`src/rtl/serial_adc_seq_pkg.sv`:
```
package serial_adc_seq_pkg;

  typedef enum logic [1:0] {
    ST_ARM   = 2'd0,
    ST_COUNT = 2'd1,
    ST_CONV  = 2'd2
  } seq_state_e;

  localparam int EDGE_W       = 5;
  localparam int SAMPLE_START = 4;

  function automatic logic [EDGE_W-1:0] len_to_edges(input logic [1:0] len);
    case (len)
      2'b01:   len_to_edges = 5'd8;
      2'b11:   len_to_edges = 5'd16;
      default: len_to_edges = 5'd12;
    endcase
  endfunction

endpackage

```
`src/rtl/adc_rst_sync.sv`:
```
module adc_rst_sync (
  input  logic clk,
  input  logic rst_n,
  output logic rst_sync_n
);
  logic [1:0] stg_q;

  always_ff @(posedge clk or negedge rst_n) begin
    if (!rst_n) stg_q <= 2'b00;
    else        stg_q <= {stg_q[0], 1'b1};
  end

  assign rst_sync_n = stg_q[1];
endmodule

```
`src/rtl/adc_sync_chain.sv`:
```
module adc_sync_chain #(
  parameter int             W       = 1,
  parameter int             STAGES  = 2,
  parameter logic [W-1:0]   RST_VAL = '0
) (
  input  logic         clk,
  input  logic         rst_n,
  input  logic [W-1:0] d,
  output logic [W-1:0] q
);
  logic [W-1:0] stg_q [STAGES];

  always_ff @(posedge clk or negedge rst_n) begin
    if (!rst_n) begin
      for (int i = 0; i < STAGES; i++) stg_q[i] <= RST_VAL;
    end else begin
      stg_q[0] <= d;
      for (int i = 1; i < STAGES; i++) stg_q[i] <= stg_q[i-1];
    end
  end

  assign q = stg_q[STAGES-1];
endmodule

```
`src/rtl/adc_io_edge.sv`:
```
module adc_io_edge #(
  parameter int STAGES = 2
) (
  input  logic clk,
  input  logic rst_n,
  input  logic io_clk,
  output logic io_lvl,
  output logic io_fall
);
  logic prev_q;

  adc_sync_chain #(.W(1), .STAGES(STAGES), .RST_VAL(1'b0)) u_sync (
    .clk   (clk),
    .rst_n (rst_n),
    .d     (io_clk),
    .q     (io_lvl)
  );

  always_ff @(posedge clk or negedge rst_n) begin
    if (!rst_n) prev_q <= 1'b0;
    else        prev_q <= io_lvl;
  end

  assign io_fall = prev_q & ~io_lvl;
endmodule

```
`src/rtl/adc_cs_debounce.sv`:
```
module adc_cs_debounce #(
  parameter int STAGES  = 2,
  parameter int DEB_CYC = 4
) (
  input  logic clk,
  input  logic rst_n,
  input  logic cs_n,
  output logic sel,
  output logic sel_rise
);
  localparam int          DW       = $clog2(DEB_CYC + 1);
  localparam logic [DW-1:0] DEB_LAST = DW'(DEB_CYC - 1);

  logic          cs_lvl;
  logic          want_sel;
  logic [DW-1:0] cnt_q, cnt_d;
  logic          sel_q, sel_d;
  logic          rise_q, rise_d;

  adc_sync_chain #(.W(1), .STAGES(STAGES), .RST_VAL(1'b1)) u_sync (
    .clk   (clk),
    .rst_n (rst_n),
    .d     (cs_n),
    .q     (cs_lvl)
  );

  assign want_sel = ~cs_lvl;

  always_comb begin
    cnt_d  = '0;
    sel_d  = sel_q;
    rise_d = 1'b0;
    if (want_sel != sel_q) begin
      if (cnt_q == DEB_LAST) begin
        sel_d  = want_sel;
        rise_d = want_sel;
      end else begin
        cnt_d = cnt_q + 1'b1;
      end
    end
  end

  always_ff @(posedge clk or negedge rst_n) begin
    if (!rst_n) begin
      cnt_q  <= '0;
      sel_q  <= 1'b0;
      rise_q <= 1'b0;
    end else begin
      cnt_q  <= cnt_d;
      sel_q  <= sel_d;
      rise_q <= rise_d;
    end
  end

  assign sel      = sel_q;
  assign sel_rise = rise_q;
endmodule

```
`src/rtl/adc_seq_core.sv`:
```
module adc_seq_core
  import serial_adc_seq_pkg::*;
#(
  parameter int RES_W    = 12,
  parameter int IDLE_CYC = 2,
  parameter int CONV_CYC = 10
) (
  input  logic             clk,
  input  logic             rst_n,
  input  logic             sel,
  input  logic             sel_rise,
  input  logic             io_lvl,
  input  logic             io_fall,
  input  logic [1:0]       len_sel,
  input  logic [RES_W-1:0] conv_value,
  output logic             eoc,
  output logic             sampling,
  output logic             result_latch,
  output logic             out_start,
  output logic [RES_W-1:0] result_q
);
  localparam int              IW        = $clog2(IDLE_CYC + 1);
  localparam int              CVW       = $clog2(CONV_CYC + 1);
  localparam logic [IW-1:0]   IDLE_LAST = IW'(IDLE_CYC - 1);
  localparam logic [CVW-1:0]  CONV_LAST = CVW'(CONV_CYC - 1);
  localparam logic [EDGE_W-1:0] OPEN_AT = EDGE_W'(SAMPLE_START - 1);

  seq_state_e         state_q, state_d;
  logic [EDGE_W-1:0]  ecnt_q, ecnt_d;
  logic [1:0]         len_q, len_d;
  logic [IW-1:0]      idle_q, idle_d;
  logic [CVW-1:0]     conv_q, conv_d;
  logic               eoc_q, eoc_d;
  logic               samp_q, samp_d;
  logic               latch_q, latch_d;
  logic               ostart_q, ostart_d;
  logic [RES_W-1:0]   res_q, res_d;
  logic [EDGE_W-1:0]  ecnt_inc;
  logic [EDGE_W-1:0]  close_at;

  assign ecnt_inc = ecnt_q + 1'b1;
  assign close_at = len_to_edges(len_q);

  always_comb begin
    state_d  = state_q;
    ecnt_d   = ecnt_q;
    len_d    = len_q;
    idle_d   = idle_q;
    conv_d   = conv_q;
    eoc_d    = eoc_q;
    samp_d   = samp_q;
    latch_d  = 1'b0;
    ostart_d = 1'b0;
    res_d    = res_q;

    if (sel_rise) begin
      state_d  = ST_ARM;
      ecnt_d   = '0;
      idle_d   = '0;
      conv_d   = '0;
      eoc_d    = 1'b1;
      samp_d   = 1'b0;
      ostart_d = 1'b1;
    end else if (sel) begin
      case (state_q)
        ST_ARM: begin
          if (io_lvl) begin
            idle_d = '0;
          end else if (idle_q == IDLE_LAST) begin
            idle_d  = '0;
            state_d = ST_COUNT;
          end else begin
            idle_d = idle_q + 1'b1;
          end
        end
        ST_COUNT: begin
          if (io_fall) begin
            if (ecnt_q == OPEN_AT) begin
              ecnt_d = ecnt_inc;
              len_d  = len_sel;
              samp_d = 1'b1;
            end else if (ecnt_q > OPEN_AT && ecnt_inc == close_at) begin
              ecnt_d  = '0;
              conv_d  = '0;
              eoc_d   = 1'b0;
              samp_d  = 1'b0;
              state_d = ST_CONV;
            end else begin
              ecnt_d = ecnt_inc;
            end
          end
        end
        ST_CONV: begin
          if (conv_q == CONV_LAST) begin
            conv_d   = '0;
            ecnt_d   = '0;
            eoc_d    = 1'b1;
            latch_d  = 1'b1;
            ostart_d = 1'b1;
            res_d    = conv_value;
            state_d  = ST_COUNT;
          end else begin
            conv_d = conv_q + 1'b1;
          end
        end
        default: state_d = ST_ARM;
      endcase
    end
  end

  always_ff @(posedge clk or negedge rst_n) begin
    if (!rst_n) begin
      state_q  <= ST_ARM;
      ecnt_q   <= '0;
      len_q    <= 2'b00;
      idle_q   <= '0;
      conv_q   <= '0;
      eoc_q    <= 1'b1;
      samp_q   <= 1'b0;
      latch_q  <= 1'b0;
      ostart_q <= 1'b0;
      res_q    <= '0;
    end else begin
      state_q  <= state_d;
      ecnt_q   <= ecnt_d;
      len_q    <= len_d;
      idle_q   <= idle_d;
      conv_q   <= conv_d;
      eoc_q    <= eoc_d;
      samp_q   <= samp_d;
      latch_q  <= latch_d;
      ostart_q <= ostart_d;
      res_q    <= res_d;
    end
  end

  assign eoc          = eoc_q;
  assign sampling     = samp_q;
  assign result_latch = latch_q;
  assign out_start    = ostart_q;
  assign result_q     = res_q;
endmodule

```
`src/rtl/serial_adc_seq.sv`:
```
module serial_adc_seq #(
  parameter int RES_W       = 12,
  parameter int SYNC_STAGES = 2,
  parameter int DEB_CYC     = 4,
  parameter int IDLE_CYC    = 2,
  parameter int CONV_CYC    = 10
) (
  input  logic             clk,
  input  logic             rst_n,
  input  logic             cs_n,
  input  logic             io_clk,
  input  logic [1:0]       len_sel,
  input  logic [RES_W-1:0] conv_value,
  output logic             eoc,
  output logic             sampling,
  output logic             result_latch,
  output logic             out_start,
  output logic [RES_W-1:0] result_q
);
  logic rst_int_n;
  logic io_lvl;
  logic io_fall;
  logic cs_sel;
  logic cs_sel_rise;

  adc_rst_sync u_rst (
    .clk        (clk),
    .rst_n      (rst_n),
    .rst_sync_n (rst_int_n)
  );

  adc_io_edge #(.STAGES(SYNC_STAGES)) u_io (
    .clk     (clk),
    .rst_n   (rst_int_n),
    .io_clk  (io_clk),
    .io_lvl  (io_lvl),
    .io_fall (io_fall)
  );

  adc_cs_debounce #(.STAGES(SYNC_STAGES), .DEB_CYC(DEB_CYC)) u_cs (
    .clk      (clk),
    .rst_n    (rst_int_n),
    .cs_n     (cs_n),
    .sel      (cs_sel),
    .sel_rise (cs_sel_rise)
  );

  adc_seq_core #(.RES_W(RES_W), .IDLE_CYC(IDLE_CYC), .CONV_CYC(CONV_CYC)) u_core (
    .clk          (clk),
    .rst_n        (rst_int_n),
    .sel          (cs_sel),
    .sel_rise     (cs_sel_rise),
    .io_lvl       (io_lvl),
    .io_fall      (io_fall),
    .len_sel      (len_sel),
    .conv_value   (conv_value),
    .eoc          (eoc),
    .sampling     (sampling),
    .result_latch (result_latch),
    .out_start    (out_start),
    .result_q     (result_q)
  );
endmodule

```
`config.mk`:
```
export PLATFORM = sky130hd
export DESIGN_NAME = serial_adc_seq
export DESIGN_NICKNAME = d
export VERILOG_FILES = /design/src/rtl/serial_adc_seq_pkg.sv /design/src/rtl/adc_rst_sync.sv /design/src/rtl/adc_sync_chain.sv /design/src/rtl/adc_io_edge.sv /design/src/rtl/adc_cs_debounce.sv /design/src/rtl/adc_seq_core.sv /design/src/rtl/serial_adc_seq.sv
export SDC_FILE = /design/constraint.sdc
export NUM_CORES = 1
export LEC_CHECK = 0
export BUFFER_PORTS_ARGS = -buffer_cell sky130_fd_sc_hd__buf_2
export CAP_MARGIN = 20
export CELL_PAD_IN_SITES_DETAIL_PLACEMENT = 1
export CELL_PAD_IN_SITES_GLOBAL_PLACEMENT = 1
export CORE_AREA = 2 2 72 74
export CTS_BUF_LIST = sky130_fd_sc_hd__clkbuf_4
export DETAILED_ROUTE_END_ITERATION = 8
export DIE_AREA = 0 0 74 76
export GPL_TIMING_DRIVEN = 0
export PLACE_DENSITY_LB_ADDON = 0.1
export SLEW_MARGIN = 30
export SYNTH_ARGS = -nofsm -noshare
export SYNTH_HDL_FRONTEND = slang
export SYNTH_SLANG_ARGS = --single-unit
```
`constraint.sdc`:
```
create_clock -name clk -period 1.3 [get_ports clk]
set_input_delay 0.13 -clock clk [delete_from_list [all_inputs] [get_ports clk]]
set_output_delay 0.13 -clock clk [all_outputs]
set_load 0.01 [all_outputs]
```
==> results.yml <==
status:
  failed_checks: "setup timing"
  status: "complete, but fails checks"
logic_synthesis:
  async_flop_share: 1.00
  synthesis.area_um2: 1900
  synth_top_cells_by_area: "dfrtp_1 (53%), mux2_2 (8.3%), dfstp_2 (4.2%)"
  synth_top_area_cell: "dfrtp_1"
  synth_seq_cells: 43
  synthCells: 160
  synth-edff-count: 0
  ys.flop_type: "dfrtp_1"
  synth.top_cell.area_share: 0.528
  yosysWarnings: 0
  ys_types: 40
  synth_area_per_cell_um2: 11.9
  synthesis.nets: 183
  seq_area_frac_synth: 0.569
die:
  row_count: 26
  die_y_um: 76
  start_util: 0.386
  die_w_um: 74
  core-area_um2: 4910
  dieArea_um2: 5620
  io_pins: 34
detailed_routing:
  drc_errors: 0
  drt_wl_total_um: 4590
  drt_iter0_markers: 56
  vias: 1472
  via_per_inst: 4.86
  final_antenna_net_count: 0
  drt_pass1_iterations: 4
  wl_per_cell_um: 15.1
finish:
  mostFrequentLayoutCells: "dfrtp_1 (35), buf_2 (33), dlygate4sd3_1 (16), buf_4 (12), mux2_4 (12)"
  final_common_cell: "dfrtp_1"
  final_cell_area_um2: 2800
  fillers: 503
  syn2layout_area_growth_pct: 47.8
  nets: 255
  diodes: 0
  layout-drive-gt1-share: 0.498
power:
  p_leak_nw: 1.33
  pwr_density_cell_nw_per_um2: 1460
  peakVddDrop_mv: 0.769
global_route:
  grt_pass1_wl_um: 7640
  met1_usage: 0.215
  grtUsageMet3: 0.0410
  grt.met2_usage: 0.308
  grt_overflow_total: 0
  grt_antenna_before_repair: 0
  grt_max_degree: 26
  grt_util_all_layers: 0.176
  grt_pass1_vias: 1640
  top_usage_layer: "met2"
hold_path:
  hold_path.startpoint: "len_sel[0]"
  hold_class: "in -> reg"
timing:
  drv_slew: 0
  layout_setup_ws_ns: -0.652
  fmax_mhz: 512
  fin_tns_setup_ns: -12.42
  clock_skew_ns: 0.0156
  setup-violations-final: 28
  layout_min_cycle_time_ns: 1.95
  slew_headroom: 0.462
  tightest_slew_ns: 0.800
  final_hold_viol_count: 0
  fin_crit_sh: 1.50
  rsz0062_at_grt: "yes"
worst_setup_path:
  crit_buf_inv: 0
  cp_slowest_cell: "dfrtp_2"
  cp_top_family: "compound AO/OA/AOI/OAI gates"
  cp-end-kind: "flip-flop"
  critical_path_peak_fanout: 3
  slowest_delay_ns: 0.43
  rr_startpoint: "u_core.ecnt_q[0]$_DFFE_PN0P_"
  startpoint: "u_core.ecnt_q[0]$_DFFE_PN0P_"
  crit_type: "reg -> reg"
  worstPathArrival_ns: 2.19
  required_ns: 1.54
  startpoint_type: "flip-flop"
  crit_chain: "ha_4 > nand3_2 > xor2_2 > or3_4 > a21oi_4 > o31ai_4 > a221o_1"
cts:
  clkLatencyLatePin_ns: 0.35
  clockBufferDepth: 2
  htreeDepth: 2
  cts-root-buf: "clkbuf_4"
  numClockSinks: 43
  numCtsBuffers: 5
  cts_tree: "yes"
  clk_pin_slew_ns: 0.14
job:
  cap_violations: 0
placement:
  gp_congestion: 0.790
  dpl.hpwl_um: 3050
  dpl_cell_area_um2: 2270
  portBuffers: 33
-- worst register-to-register path: cells and delay by family, from the launching register on --
family | cells | cell delay [ns]
flops | 1 | 0.43
fa+ha+maj | 1 | 0.16
compound gates | 3 | 0.62
xor+xnor | 1 | 0.17
simple gates | 2 | 0.47
-- registers in the layout, indices dropped and copies added (netlist names) --
| name | flops |
|---|---|
| u_core.conv_q | 4 |
| u_core.ecnt_q | 5 |
| u_core.eoc | 1 |
| u_core.idle_q | 2 |
| u_core.len_q | 2 |
| u_core.out_start | 1 |
| u_core.result_latch | 1 |
| u_core.result_q | 12 |
| u_core.sampling | 1 |
| u_core.state_q | 2 |
| u_cs.cnt_q | 3 |
| u_cs.sel | 1 |
| u_cs.sel_rise | 1 |
| u_cs.u_sync.q | 1 |
| u_cs.u_sync.stg_q | 1 |
| u_io.prev_q | 1 |
| u_io.u_sync.q | 1 |
| u_io.u_sync.stg_q | 1 |
| u_rst.stg_q | 2 |
-- cells in the mapped netlist (2+ instances only) --
cell       count
nand2b_1       5
xnor2_1        3
nor2_1         9
ha_1           5
a2111oi_0      2
a21o_1         5
or2_2          2
xor2_1         2
nand3_1        7
dfstp_2        3
o31ai_1        2
nor2b_1        3
clkbuf_1       2
and3_1         2
o21ai_0        9
nor3b_1        6
dfrtp_1       40
mux2_2        14
nand2_1       13
nor3_1         3
inv_1          4
-- area by class of cell --
| class | instances | area [um^2] | area share |
|---|---|---|---|
| flip-flops and latches | 43 | 1090 | 0.387 |
| repair buffers | 66 | 505 | 0.180 |
| plain buffers | 3 | 30.0 | 0.0107 |
| clock inverters | 3 | 42.5 | 0.0152 |
| multi-input cells | 109 | 998 | 0.356 |
| clock buffers | 5 | 37.5 | 0.0134 |
| inverters | 4 | 15.0 | 0.00536 |
| well taps | 70 | 87.6 | 0.0312 |
-- layer usage --
metal / vias up / wire (um)
met2: 33 / 2490
met4: 0 / 48
met5: - / 0
met3: 6 / 148
li1: 702 / -
met1: 731 / 1900
-- worst paths after layout --
path | endpoint | slack (ns) | depth (start not counted)
hold reg to reg | u_cs.cnt_q[0]$_DFF_PN0_ | 0.21 | 0
hold / removal | u_core.len_q[0]$_DFFE_PN0P_ | 0.02 | 2
setup reg to reg | u_core.conv_q[2]$_DFFE_PN0P_ | -0.65 | 7
max in group asynchronous | u_cs.u_sync.stg_q[1]$_DFF_PN1_ | 0.55 | 1
min in group asynchronous | u_rst.stg_q[0]$_DFF_PN0_ | 0.08 | 2
setup / recovery | u_core.conv_q[2]$_DFFE_PN0P_ | -0.65 | 7
-- logic make-up after synthesis --
logic type	Yosys count	share of synthesized area
compound gates	30	0.119
xor+xnor	5	0.0231
fa+ha+maj	5	0.0330
buf+inv	8	0.0185
flops	43	0.569
mux	15	0.0884
other cells	1	0.00198
simple gates	53	0.146
-- metrics by stage --
step           hold WS [ns]   util  setup WS [ns]  cells  power (mW)
2_1_floorplan        -0.166      -         -0.696    160        2.51
3_3_place_gp        -0.0855  0.457         -0.839    263        2.71
3_5_place_dp        -0.0789  0.463         -0.931    264        2.83
4_1_cts            0.000904  0.547         -0.664    298        3.99
5_1_grt             0.00516  0.571         -0.738    303        4.38
6_report             0.0186  0.571         -0.652    303        4.09
-- repair_timing --
item	CTS	global route
setup buffers	14	2
pin swaps	6	7
endpoints found under the setup margin	29	31
gates cloned	1	0
hold buffers	12	4
resized for setup	24	20
hold endpoints to repair	13	4
-- power breakdown --
| group | switching [mW] | leakage, nW | internal (mW) |
|---|---|---|---|
| Combinational | 0.666 | 0.734 | 0.710 |
| Sequential | 0.271 | 0.552 | 1.59 |
| Clock | 0.445 | 0.0432 | 0.406 |
Power figures use the tool's default switching activity.
